$ cat src/rtl/lnk_ctrl_pkg.sv
package lnk_ctrl_pkg;

  typedef enum logic [2:0] {
    LS_ERR_RESET  = 3'd0,
    LS_ERR_WAIT   = 3'd1,
    LS_READY      = 3'd2,
    LS_STARTED    = 3'd3,
    LS_CONNECTING = 3'd4,
    LS_RUN        = 3'd5
  } lnk_state_e;

  // receiver event strobes, one cycle each
  typedef struct packed {
    logic got_null;
    logic got_fct;
    logic got_nchar;
    logic got_tcode;
    logic err_disc;
    logic err_par;
    logic err_esc;
    logic err_cred;
  } lnk_rx_ev_t;

  // error pulse vector positions
  localparam int EP_DISC = 0;
  localparam int EP_PAR  = 1;
  localparam int EP_ESC  = 2;
  localparam int EP_CRED = 3;
  localparam int EP_N    = 4;

  function automatic int unsigned ns_to_cyc(input longint unsigned hz,
                                            input longint unsigned ns);
    longint unsigned c;
    c = (hz * ns) / 64'd1_000_000_000;
    if (c == 0) c = 1;
    return 32'(c);
  endfunction

endpackage

$ cat src/rtl/lnk_ctrl_rstsync.sv
module lnk_ctrl_rstsync #(
  parameter int STAGES = 2
) (
  input  logic clk,
  input  logic rst_n_async,
  output logic rst_n_sync
);
  logic [STAGES-1:0] sh_q;

  always_ff @(posedge clk or negedge rst_n_async) begin
    if (!rst_n_async) sh_q <= '0;
    else              sh_q <= {sh_q[STAGES-2:0], 1'b1};
  end

  assign rst_n_sync = sh_q[STAGES-1];
endmodule

$ cat src/rtl/lnk_ctrl_timer.sv
module lnk_ctrl_timer #(
  parameter int unsigned SHORT_CYC = 800,
  parameter int unsigned LONG_CYC  = 1600
) (
  input  logic clk,
  input  logic rst_n,
  input  logic restart,
  output logic short_done,
  output logic long_done
);
  localparam int CW = $clog2(LONG_CYC + 1);
  localparam logic [CW-1:0] SHORT_LAST = CW'(SHORT_CYC - 1);
  localparam logic [CW-1:0] LONG_LAST  = CW'(LONG_CYC - 1);

  logic [CW-1:0] cnt_q, cnt_d;
  logic          cnt_en;

  assign cnt_en = restart || (cnt_q != LONG_LAST);

  always_comb begin
    if (restart) cnt_d = '0;
    else         cnt_d = cnt_q + CW'(1);
  end

  always_ff @(posedge clk or negedge rst_n) begin
    if (!rst_n)      cnt_q <= '0;
    else if (cnt_en) cnt_q <= cnt_d;
  end

  assign short_done = (cnt_q >= SHORT_LAST);
  assign long_done  = (cnt_q == LONG_LAST);

  // counter saturates at the long window and never runs past it
  p_cnt_bound_r2: assert property (@(posedge clk) disable iff (!rst_n)
    cnt_q <= LONG_LAST);
endmodule

$ cat src/rtl/lnk_ctrl_core.sv
module lnk_ctrl_core
  import lnk_ctrl_pkg::*;
(
  input  logic             clk,
  input  logic             rst_n,
  input  logic             autostart,
  input  logic             linkstart,
  input  logic             linkdis,
  input  lnk_rx_ev_t       ev,
  input  logic             short_done,
  input  logic             long_done,
  output logic             restart,
  output lnk_state_e       state_q,
  output logic [EP_N-1:0]  err_q
);
  lnk_state_e      state_d;
  logic            line_err;
  logic            data_like;
  logic [EP_N-1:0] err_src;
  logic [EP_N-1:0] err_qual;
  logic            in_run, in_conn;

  assign line_err  = ev.err_disc | ev.err_par | ev.err_esc;
  assign data_like = ev.got_nchar | ev.got_tcode;

  always_comb begin
    state_d = state_q;
    unique case (state_q)
      LS_ERR_RESET: begin
        if (short_done) state_d = LS_ERR_WAIT;
      end
      LS_ERR_WAIT: begin
        if (line_err || data_like || ev.got_fct) state_d = LS_ERR_RESET;
        else if (long_done)                      state_d = LS_READY;
      end
      LS_READY: begin
        if (line_err || data_like || ev.got_fct) state_d = LS_ERR_RESET;
        else if (!linkdis && (linkstart || (autostart && ev.got_null)))
          state_d = LS_STARTED;
      end
      LS_STARTED: begin
        if (linkdis || line_err || data_like || ev.got_fct || long_done)
          state_d = LS_ERR_RESET;
        else if (ev.got_null) state_d = LS_CONNECTING;
      end
      LS_CONNECTING: begin
        if (linkdis || line_err || data_like || ev.err_cred || long_done)
          state_d = LS_ERR_RESET;
        else if (ev.got_fct) state_d = LS_RUN;
      end
      LS_RUN: begin
        if (linkdis || line_err || ev.err_cred) state_d = LS_ERR_RESET;
      end
      default: state_d = LS_ERR_RESET;
    endcase
  end

  assign restart = (state_d != state_q);

  always_ff @(posedge clk or negedge rst_n) begin
    if (!rst_n) state_q <= LS_ERR_RESET;
    else        state_q <= state_d;
  end

  // error pulses: one register per source, each with its own state qualifier
  assign in_run  = (state_q == LS_RUN);
  assign in_conn = (state_q == LS_CONNECTING);

  assign err_src[EP_DISC] = ev.err_disc;
  assign err_src[EP_PAR]  = ev.err_par;
  assign err_src[EP_ESC]  = ev.err_esc;
  assign err_src[EP_CRED] = ev.err_cred;

  genvar gi;
  generate
    for (gi = 0; gi < EP_N; gi++) begin : g_errp
      if (gi == EP_CRED) begin : g_cred
        assign err_qual[gi] = in_run | in_conn;
      end else begin : g_line
        assign err_qual[gi] = in_run;
      end
      always_ff @(posedge clk or negedge rst_n) begin
        if (!rst_n) err_q[gi] <= 1'b0;
        else        err_q[gi] <= err_src[gi] & err_qual[gi];
      end
    end
  endgenerate

  // Started is only ever entered from Ready on a start condition
  p_start_entry_r4: assert property (@(posedge clk) disable iff (!rst_n)
    (state_q == LS_STARTED && $past(state_q) != LS_STARTED) |->
      ($past(state_q) == LS_READY && $past(linkstart || (autostart && ev.got_null))));

  // disable tears down any active state at the next edge
  p_linkdis_kills_r5: assert property (@(posedge clk) disable iff (!rst_n)
    (linkdis && (state_q == LS_STARTED || state_q == LS_CONNECTING || state_q == LS_RUN))
      |=> state_q == LS_ERR_RESET);

  // Run is entered only from Connecting on a received FCT
  p_run_entry_r7: assert property (@(posedge clk) disable iff (!rst_n)
    $rose(state_q == LS_RUN) |-> ($past(state_q) == LS_CONNECTING && $past(ev.got_fct)));

  // an error pulse coincides with the first cycle of error-reset
  p_pulse_in_reset_r9: assert property (@(posedge clk) disable iff (!rst_n)
    (|err_q) |-> state_q == LS_ERR_RESET);

  // error pulses last a single cycle
  p_pulse_single_r9: assert property (@(posedge clk) disable iff (!rst_n)
    (|err_q) |=> err_q == '0);
endmodule

$ cat src/rtl/lnk_ctrl_fsm.sv
module lnk_ctrl_fsm
  import lnk_ctrl_pkg::*;
#(
  parameter longint unsigned CLK_HZ   = 125_000_000,
  parameter longint unsigned SHORT_NS = 6_400,
  parameter longint unsigned LONG_NS  = 12_800,
  parameter int              SYNC_STAGES = 2
) (
  input  logic clk_i,
  input  logic rst_ni,
  input  logic auto_start_i,
  input  logic start_req_i,
  input  logic link_dis_i,
  input  logic rx_null_i,
  input  logic rx_fct_i,
  input  logic rx_nchar_i,
  input  logic rx_tcode_i,
  input  logic rx_disc_i,
  input  logic rx_par_i,
  input  logic rx_esc_i,
  input  logic cred_err_i,
  output logic tx_null_en_o,
  output logic tx_fct_en_o,
  output logic tx_all_en_o,
  output logic rx_en_o,
  output logic st_started_o,
  output logic st_connecting_o,
  output logic st_run_o,
  output logic err_disc_o,
  output logic err_par_o,
  output logic err_esc_o,
  output logic err_cred_o
);
  localparam int unsigned SHORT_CYC = ns_to_cyc(CLK_HZ, SHORT_NS);
  localparam int unsigned LONG_CYC  = ns_to_cyc(CLK_HZ, LONG_NS);

  logic            rst_n;
  logic            restart, short_done, long_done;
  lnk_state_e      state;
  lnk_rx_ev_t      ev;
  logic [EP_N-1:0] err_p;

  assign ev = '{got_null:  rx_null_i,  got_fct:  rx_fct_i,
                got_nchar: rx_nchar_i, got_tcode: rx_tcode_i,
                err_disc:  rx_disc_i,  err_par:  rx_par_i,
                err_esc:   rx_esc_i,   err_cred: cred_err_i};

  lnk_ctrl_rstsync #(.STAGES(SYNC_STAGES)) u_rst (
    .clk(clk_i), .rst_n_async(rst_ni), .rst_n_sync(rst_n));

  lnk_ctrl_timer #(.SHORT_CYC(SHORT_CYC), .LONG_CYC(LONG_CYC)) u_tmr (
    .clk(clk_i), .rst_n(rst_n), .restart(restart),
    .short_done(short_done), .long_done(long_done));

  lnk_ctrl_core u_core (
    .clk(clk_i), .rst_n(rst_n), .autostart(auto_start_i),
    .linkstart(start_req_i), .linkdis(link_dis_i), .ev(ev),
    .short_done(short_done), .long_done(long_done),
    .restart(restart), .state_q(state), .err_q(err_p));

  assign st_started_o    = (state == LS_STARTED);
  assign st_connecting_o = (state == LS_CONNECTING);
  assign st_run_o        = (state == LS_RUN);
  assign tx_null_en_o    = st_started_o | st_connecting_o | st_run_o;
  assign tx_fct_en_o     = st_connecting_o | st_run_o;
  assign tx_all_en_o     = st_run_o;
  assign rx_en_o         = (state != LS_ERR_RESET);

  assign err_disc_o = err_p[EP_DISC];
  assign err_par_o  = err_p[EP_PAR];
  assign err_esc_o  = err_p[EP_ESC];
  assign err_cred_o = err_p[EP_CRED];

  // status flags never overlap
  p_status_onehot_r13: assert property (@(posedge clk_i) disable iff (!rst_n)
    $onehot0({st_started_o, st_connecting_o, st_run_o}));
endmodule

$ cat config.mk
export PLATFORM = sky130hd
export DESIGN_NAME = lnk_ctrl_fsm
export DESIGN_NICKNAME = d
export VERILOG_FILES = /design/src/rtl/lnk_ctrl_pkg.sv /design/src/rtl/lnk_ctrl_rstsync.sv /design/src/rtl/lnk_ctrl_timer.sv /design/src/rtl/lnk_ctrl_core.sv /design/src/rtl/lnk_ctrl_fsm.sv
export SDC_FILE = /design/constraint.sdc
export NUM_CORES = 1
export LEC_CHECK = 0
export BUFFER_PORTS_ARGS = -buffer_cell sky130_fd_sc_hd__buf_4
export CORE_UTILIZATION = 57
export DETAILED_ROUTE_END_ITERATION = 10
export PLACE_DENSITY = 0.82
export SLEW_MARGIN = 0
export SYNTH_ARGS = -nofsm -noshare
export SYNTH_HDL_FRONTEND = slang
export SYNTH_SLANG_ARGS = --single-unit
$ cat constraint.sdc
create_clock -name clk_i -period 1.83 [get_ports clk_i]
set_input_delay 0.0915 -clock clk_i [delete_from_list [all_inputs] [get_ports clk_i]]
set_output_delay 0.0915 -clock clk_i [all_outputs]
set_load 0.02 [all_outputs]
Word level (Yosys, flattened, before mapping) --
Cells that the tools add are included.
Storage, ports and cells: flip-flop bits (word level) 20, input bits 13, output and inout bits 11, logic and storage cells 55
Cells by class: $add $sub $neg 1, order comparisons 1, eq/ne operators 8, mux-type cells 12, bitwise gates (word level) 10, reduce and logical (&&, ||, !) cells 16
Operator list (count):
- $mux W3 | 10
- $pmux W3 S6 | 1
- $add A11 B1 Y11 const B | 1
- $eq A11 B11 Y1 const B | 1
- $ge A11 B10 Y1 const B | 1
- $logic_or A1 B1 Y1 | 11
- $mux W11 | 1
- $ne A11 B11 Y1 const B | 1
- $eq A3 B2 Y1 const B | 2
- $eq A3 B3 Y1 const B | 2
- $or A1 B1 Y1 | 6
- $and A1 B1 Y1 | 4
- $eq A3 B1 Y1 const B | 1
- $logic_not A3 Y1 | 1
- $ne A3 B3 Y1 | 1
- $reduce_bool A3 Y1 | 1
- $logic_and A1 B1 Y1 | 2
- $logic_not A1 Y1 | 1

Logic depth before layout (Yosys ltp) --
word-level depth 10, depth in mapped cells 9, depth with buffers taken out 7

Modules after synthesis --
Synthesis repeated with hierarchy kept, for this count alone.
Unflattened totals: cell total of the unflattened synthesis 125, area, all modules 1241.2 µm²
Modules (own cells, without submodules):
- lnk_ctrl_timer | times used 1, cells each 62, area each 641.9 µm², seq. area each 275.3 µm²
- lnk_ctrl_core | times used 1, cells each 51, area each 499.2 µm², seq. area each 175.2 µm²
- lnk_ctrl_rstsync | times used 1, cells each 3, area each 53.8 µm², seq. area each 50.0 µm²
- lnk_ctrl_fsm | times used 1, cells each 9, area each 46.3 µm², seq. area each 0.0 µm²

Worst setup path before layout --
Ideal clock, no wire load.
path type reg-to-reg, start reg u_core.state_q[0], end reg u_tmr.cnt_q[10], library setup time 122 ps, data arrival time 1949 ps, data required time 1708 ps, path slack -241 ps, stages on the path, launching flop included 8, buffers on the path 1, period minus slack after synthesis 2071 ps, cell sequence dfrtp_1 or3b_1 or3_1 o31a_1 nand4_2 mux2i_1 buf_6 nor3_2
Between the ends: cells in the longest elaborated chain, start to end 5, elaborated cells between the ends (all ways) 20, those cells by class eq/ne: 6; mux: 12; reduce/logical: 2
Ends and longest elaborated chain:
- from (decl) | line lnk_ctrl_core.sv:13 | output lnk_state_e state_q,
- from (signal assigned) | line lnk_ctrl_core.sv:62 | else state_q <= state_d;
- $mux W3 (on tied branches) (2 in series)
- $pmux W3 S6 | line lnk_ctrl_core.sv:28 | unique case (state_q)
- $ne A3 B3 Y1 * | line lnk_ctrl_core.sv:58 | assign restart = (state_d != state_q);
- $mux W11 or $logic_or A1 B1 Y1 (tied branches) | line lnk_ctrl_timer.sv:21, lnk_ctrl_timer.sv:18
- to (signal assigned) | line lnk_ctrl_timer.sv:27 | else if (cnt_en) cnt_q <= cnt_d;
- to (decl) | line lnk_ctrl_timer.sv:15 | logic [CW-1:0] cnt_q, cnt_d;
Every way passes the cells marked *; elsewhere a longest branch is shown, timed or not. A chain may end at the register's enable or synchronous reset.

Final worst setup path --
start reg u_core.state_q[0], end reg u_tmr.cnt_q[0]
Same word-level chain as after synthesis.

==> out/qor.yml <==
outcome:
  outcome: "finished with violations"
  violations: "negative setup slack"
cells_and_area:
  insertedDiodeCount: 0
  drive_gt1_share_pct: 45.29
  areaGrowthSynthToFinish_pct: 41.84
  fin_area_mm2: 0.001663
  nets: 185
  mostFrequentLayoutCells: "buf_4, dfrtp_1, nor3_2"
  fill_cells: 106
  final_common_cell: "buf_4"
floorplanning:
  die_h_um: 47.35
  start_util_pct: 60.37
  design.core.area_mm2: 0.001942
  chipWidth_um: 47.35
  ios: 24
  fp-row-count: 16
  die_area_mm2: 0.002242
sta:
  tightest_slew_ns: 0.7016
  skew_ns: 0.01489
  fin_crit_sh_pct: 121.2
  fin_setup_tns_ns: -4.156
  slew_viol_final: 0
  whs_ns: 0.01441
  finalWorstSetupSlack_ns: -0.3888
  clock.fmax_ghz: 0.4507
  fin_crit_ns: 2.219
  maxSlewHeadroom_pct: 53.23
  setup_viol: 12
  hold_viol: 0
  rsz0062_at_grt: "yes"
global_route:
  grt_max_degree: 19
  gr-usage-all-layers_pct: 29.59
  grt-ovfl-total: 0
  grt_pass1_vias: 995
  antenna_found_initial: 0
  grt_pass1_wl_um: 4409
synthesis:
  synthSimpleGateAreaFrac_pct: 35.65
  yosys-mux-area-fraction_pct: 1.708
  synth_edf_count: 0
  synth_cell_type_count: 38
  synth_ff_type: "dfrtp_1"
  synth_top_family_by_area: "simple AND/OR/NAND/NOR gates"
  synth_fa_ha_area_share_pct: 1.067
  synth-warning-count: 0
  syn_inst: 117
  async_reset_ff_share_pct: 100.0
  yosys_register_bits: 20
  syn_area_mm2: 0.001172
  yosysSeqAreaShare_pct: 42.69
  synth_compound_area_share_pct: 8.004
  synth_nets: 131
  synth_xor_area_share_pct: 5.229
  avgSynthCellArea_um2: 10.02
clock_tree:
  numCtsBuffers: 3
  htreeDepth: 1
  cts_tree: "done"
  worst_setup_hold_path_clk_slew_ns: 0.12
  cts.path.max_buffers: 2
  cts_root_buf: "clkbuf_4"
  clock-sinks: 20
  clk_latency_ns: 0.31
critical_path:
  crit_slowest_cell: "dfrtp_1"
  timing.rr.end: "u_tmr.cnt_q[0]"
  endpoint_kind: "register"
  crit_buf_inv: 1
  arrival_ns: 2.41
  start_kind: "register"
  reg2reg_from: "u_core.state_q[0]"
  r2r_slack_ns: -0.39
  crit_path_max_fanout: 6
  critPathRequiredTime_ns: 2.02
  critPathMaxStageDelay_ns: 0.40
  critPathKind: "reg2reg"
  reg2regPathDepth: 7
  crit_chain: "or3b_4 -> or3_4 -> o31a_1 -> nand4_4 -> mux2i_4 -> buf_6 -> nor3_1"
  cp_top_family: "simple AND/OR/NAND/NOR gates"
routing:
  viasPerCell: 6.102
  wire_per_inst_um: 17.55
  drc: 0
  drt_iter0_markers: 72
  dr.pass1.iters: 4
  routed_wirelength_um: 3458
  num_vias: 1202
  ant_nets: 0
hold_path:
  holdCritPathClass: "in2reg"
  hold_depth: 2
  hold_end: "u_core.err_q[3]"
  worstHoldStart: "cred_err_i"
flow_run:
  cap_violations: 0
pwr:
  leakagePower_nw: 0.8166
  p_total_w: 0.001363
  irDropWorstVdd_mv: 0.8357
  p_per_area_mw_per_mm2: 819.9
place:
  placed_cell_area_mm2: 0.001493
  hpwlAfterDp_um: 1953
  io_buffer_count: 23
  gp_congestion: 0.9387
  post-place-ws_ns: -0.3480
-- metal layers --
layer	share of wire [%]	up-vias	global-route usage [%]
met1	38	582	33.57
met4	3.2	0	18.86
li1	-	533	-
met5	0	-	0
met3	7.0	12	6.538
met2	52	75	49.86
-- per-stage QoR --
stage | util (%) | std cells
after global routing | 85.63 | 197
after CTS | 80.99 | 190
final | 85.63 | 197
after global placement | 76.87 | 184
after detailed placement | 76.87 | 184
after floorplan | - | 117
-- sequential cells by signal, summed over array words and instances, names as in the netlist --
register and count:
u_tmr.cnt_q 11, u_core.state_q 3, u_core.err_q 4, u_rst.sh_q 2
-- synth_stat cells (2+ instances only) --
cell type   n  area [um^2]
and3_1      5        31.28
buf_6       2        22.52
o21ai_0     5        25.02
nand3_1     6        30.03
mux2i_1     2        20.02
or3_1       2        12.51
nor3_1      2        10.01
nand4_1     5        31.28
nor3_2      9        90.09
a21oi_1     7        35.03
and2_1      3        18.77
nand2b_1    2        12.51
nor4_1      3        18.77
xor2_1      4        35.03
xnor2_1     3        26.28
nor2_1      5        18.77
inv_1       3        11.26
nand2_1     7        26.28
nor3b_1     4        30.03
dfrtp_1    20        500.5
-- worst reg2reg max path: stages (launching register included) --
cell	delay, ns
dfrtp_1	0.40
or3b_4	0.40
or3_4	0.34
o31a_1	0.34
nand4_4	0.11
mux2i_4	0.27
buf_6	0.17
nor3_1	0.06
-- final cells by class --
class / instances / area, um^2 / share of cell area [%]
Inverter: 3 / 11.26 / 0.6772
Tap cell: 27 / 33.78 / 2.032
Clock buffer: 4 / 36.28 / 2.182
Multi-Input combinational cell: 89 / 665.6 / 40.03
Sequential cell: 20 / 500.5 / 30.10
Timing Repair Buffer: 54 / 415.4 / 24.98
-- cells by family after synthesis --
| family | Yosys count |
|---|---|
| adders and majority gates | 1 |
| DFF | 20 |
| xor gates and xnor gates | 7 |
| AOI/OAI and AO/OA | 16 |
| and+or+nand+nor | 62 |
| muxes | 2 |
| buffers and inverters | 8 |
| other | 1 |
-- worst max path at each step --
| stage | slack (ns) | endpoint | depth (start not counted) | startpoint |
|---|---|---|---|---|
| after floorplan | -0.24 | u_tmr.cnt_q[10] | 7 | u_core.state_q[0] |
| after global placement | -0.29 | u_tmr.cnt_q[10] | 8 | rx_par_i |
| after detailed placement | -0.35 | u_tmr.cnt_q[6] | 8 | rx_par_i |
| after CTS | -0.33 | u_tmr.cnt_q[0] | 7 | u_core.state_q[0] |
| after global routing | -0.44 | u_tmr.cnt_q[6] | 7 | u_tmr.cnt_q[8] |
| final | -0.39 | u_tmr.cnt_q[0] | 7 | u_core.state_q[0] |
-- what timing repair did --
| item | in CTS | in global routing |
|---|---|---|
| hold buffers | 1 | 0 |
| pin swaps | 2 | 10 |
| setup buffers | 1 | 7 |
| setup endpoints to repair | 13 | 13 |
| gates cloned | 0 | 1 |
| resized for setup | 5 | 8 |
| hold endpoints to repair | 2 | 0 |
-- power by group --
part           switching, W  total, W  internal, W
sequential        0.0000843  0.000606     0.000521
combinational      0.000250  0.000497     0.000248
clock              0.000139  0.000260     0.000122
No activity file was read; power rests on OpenSTA's default activity.
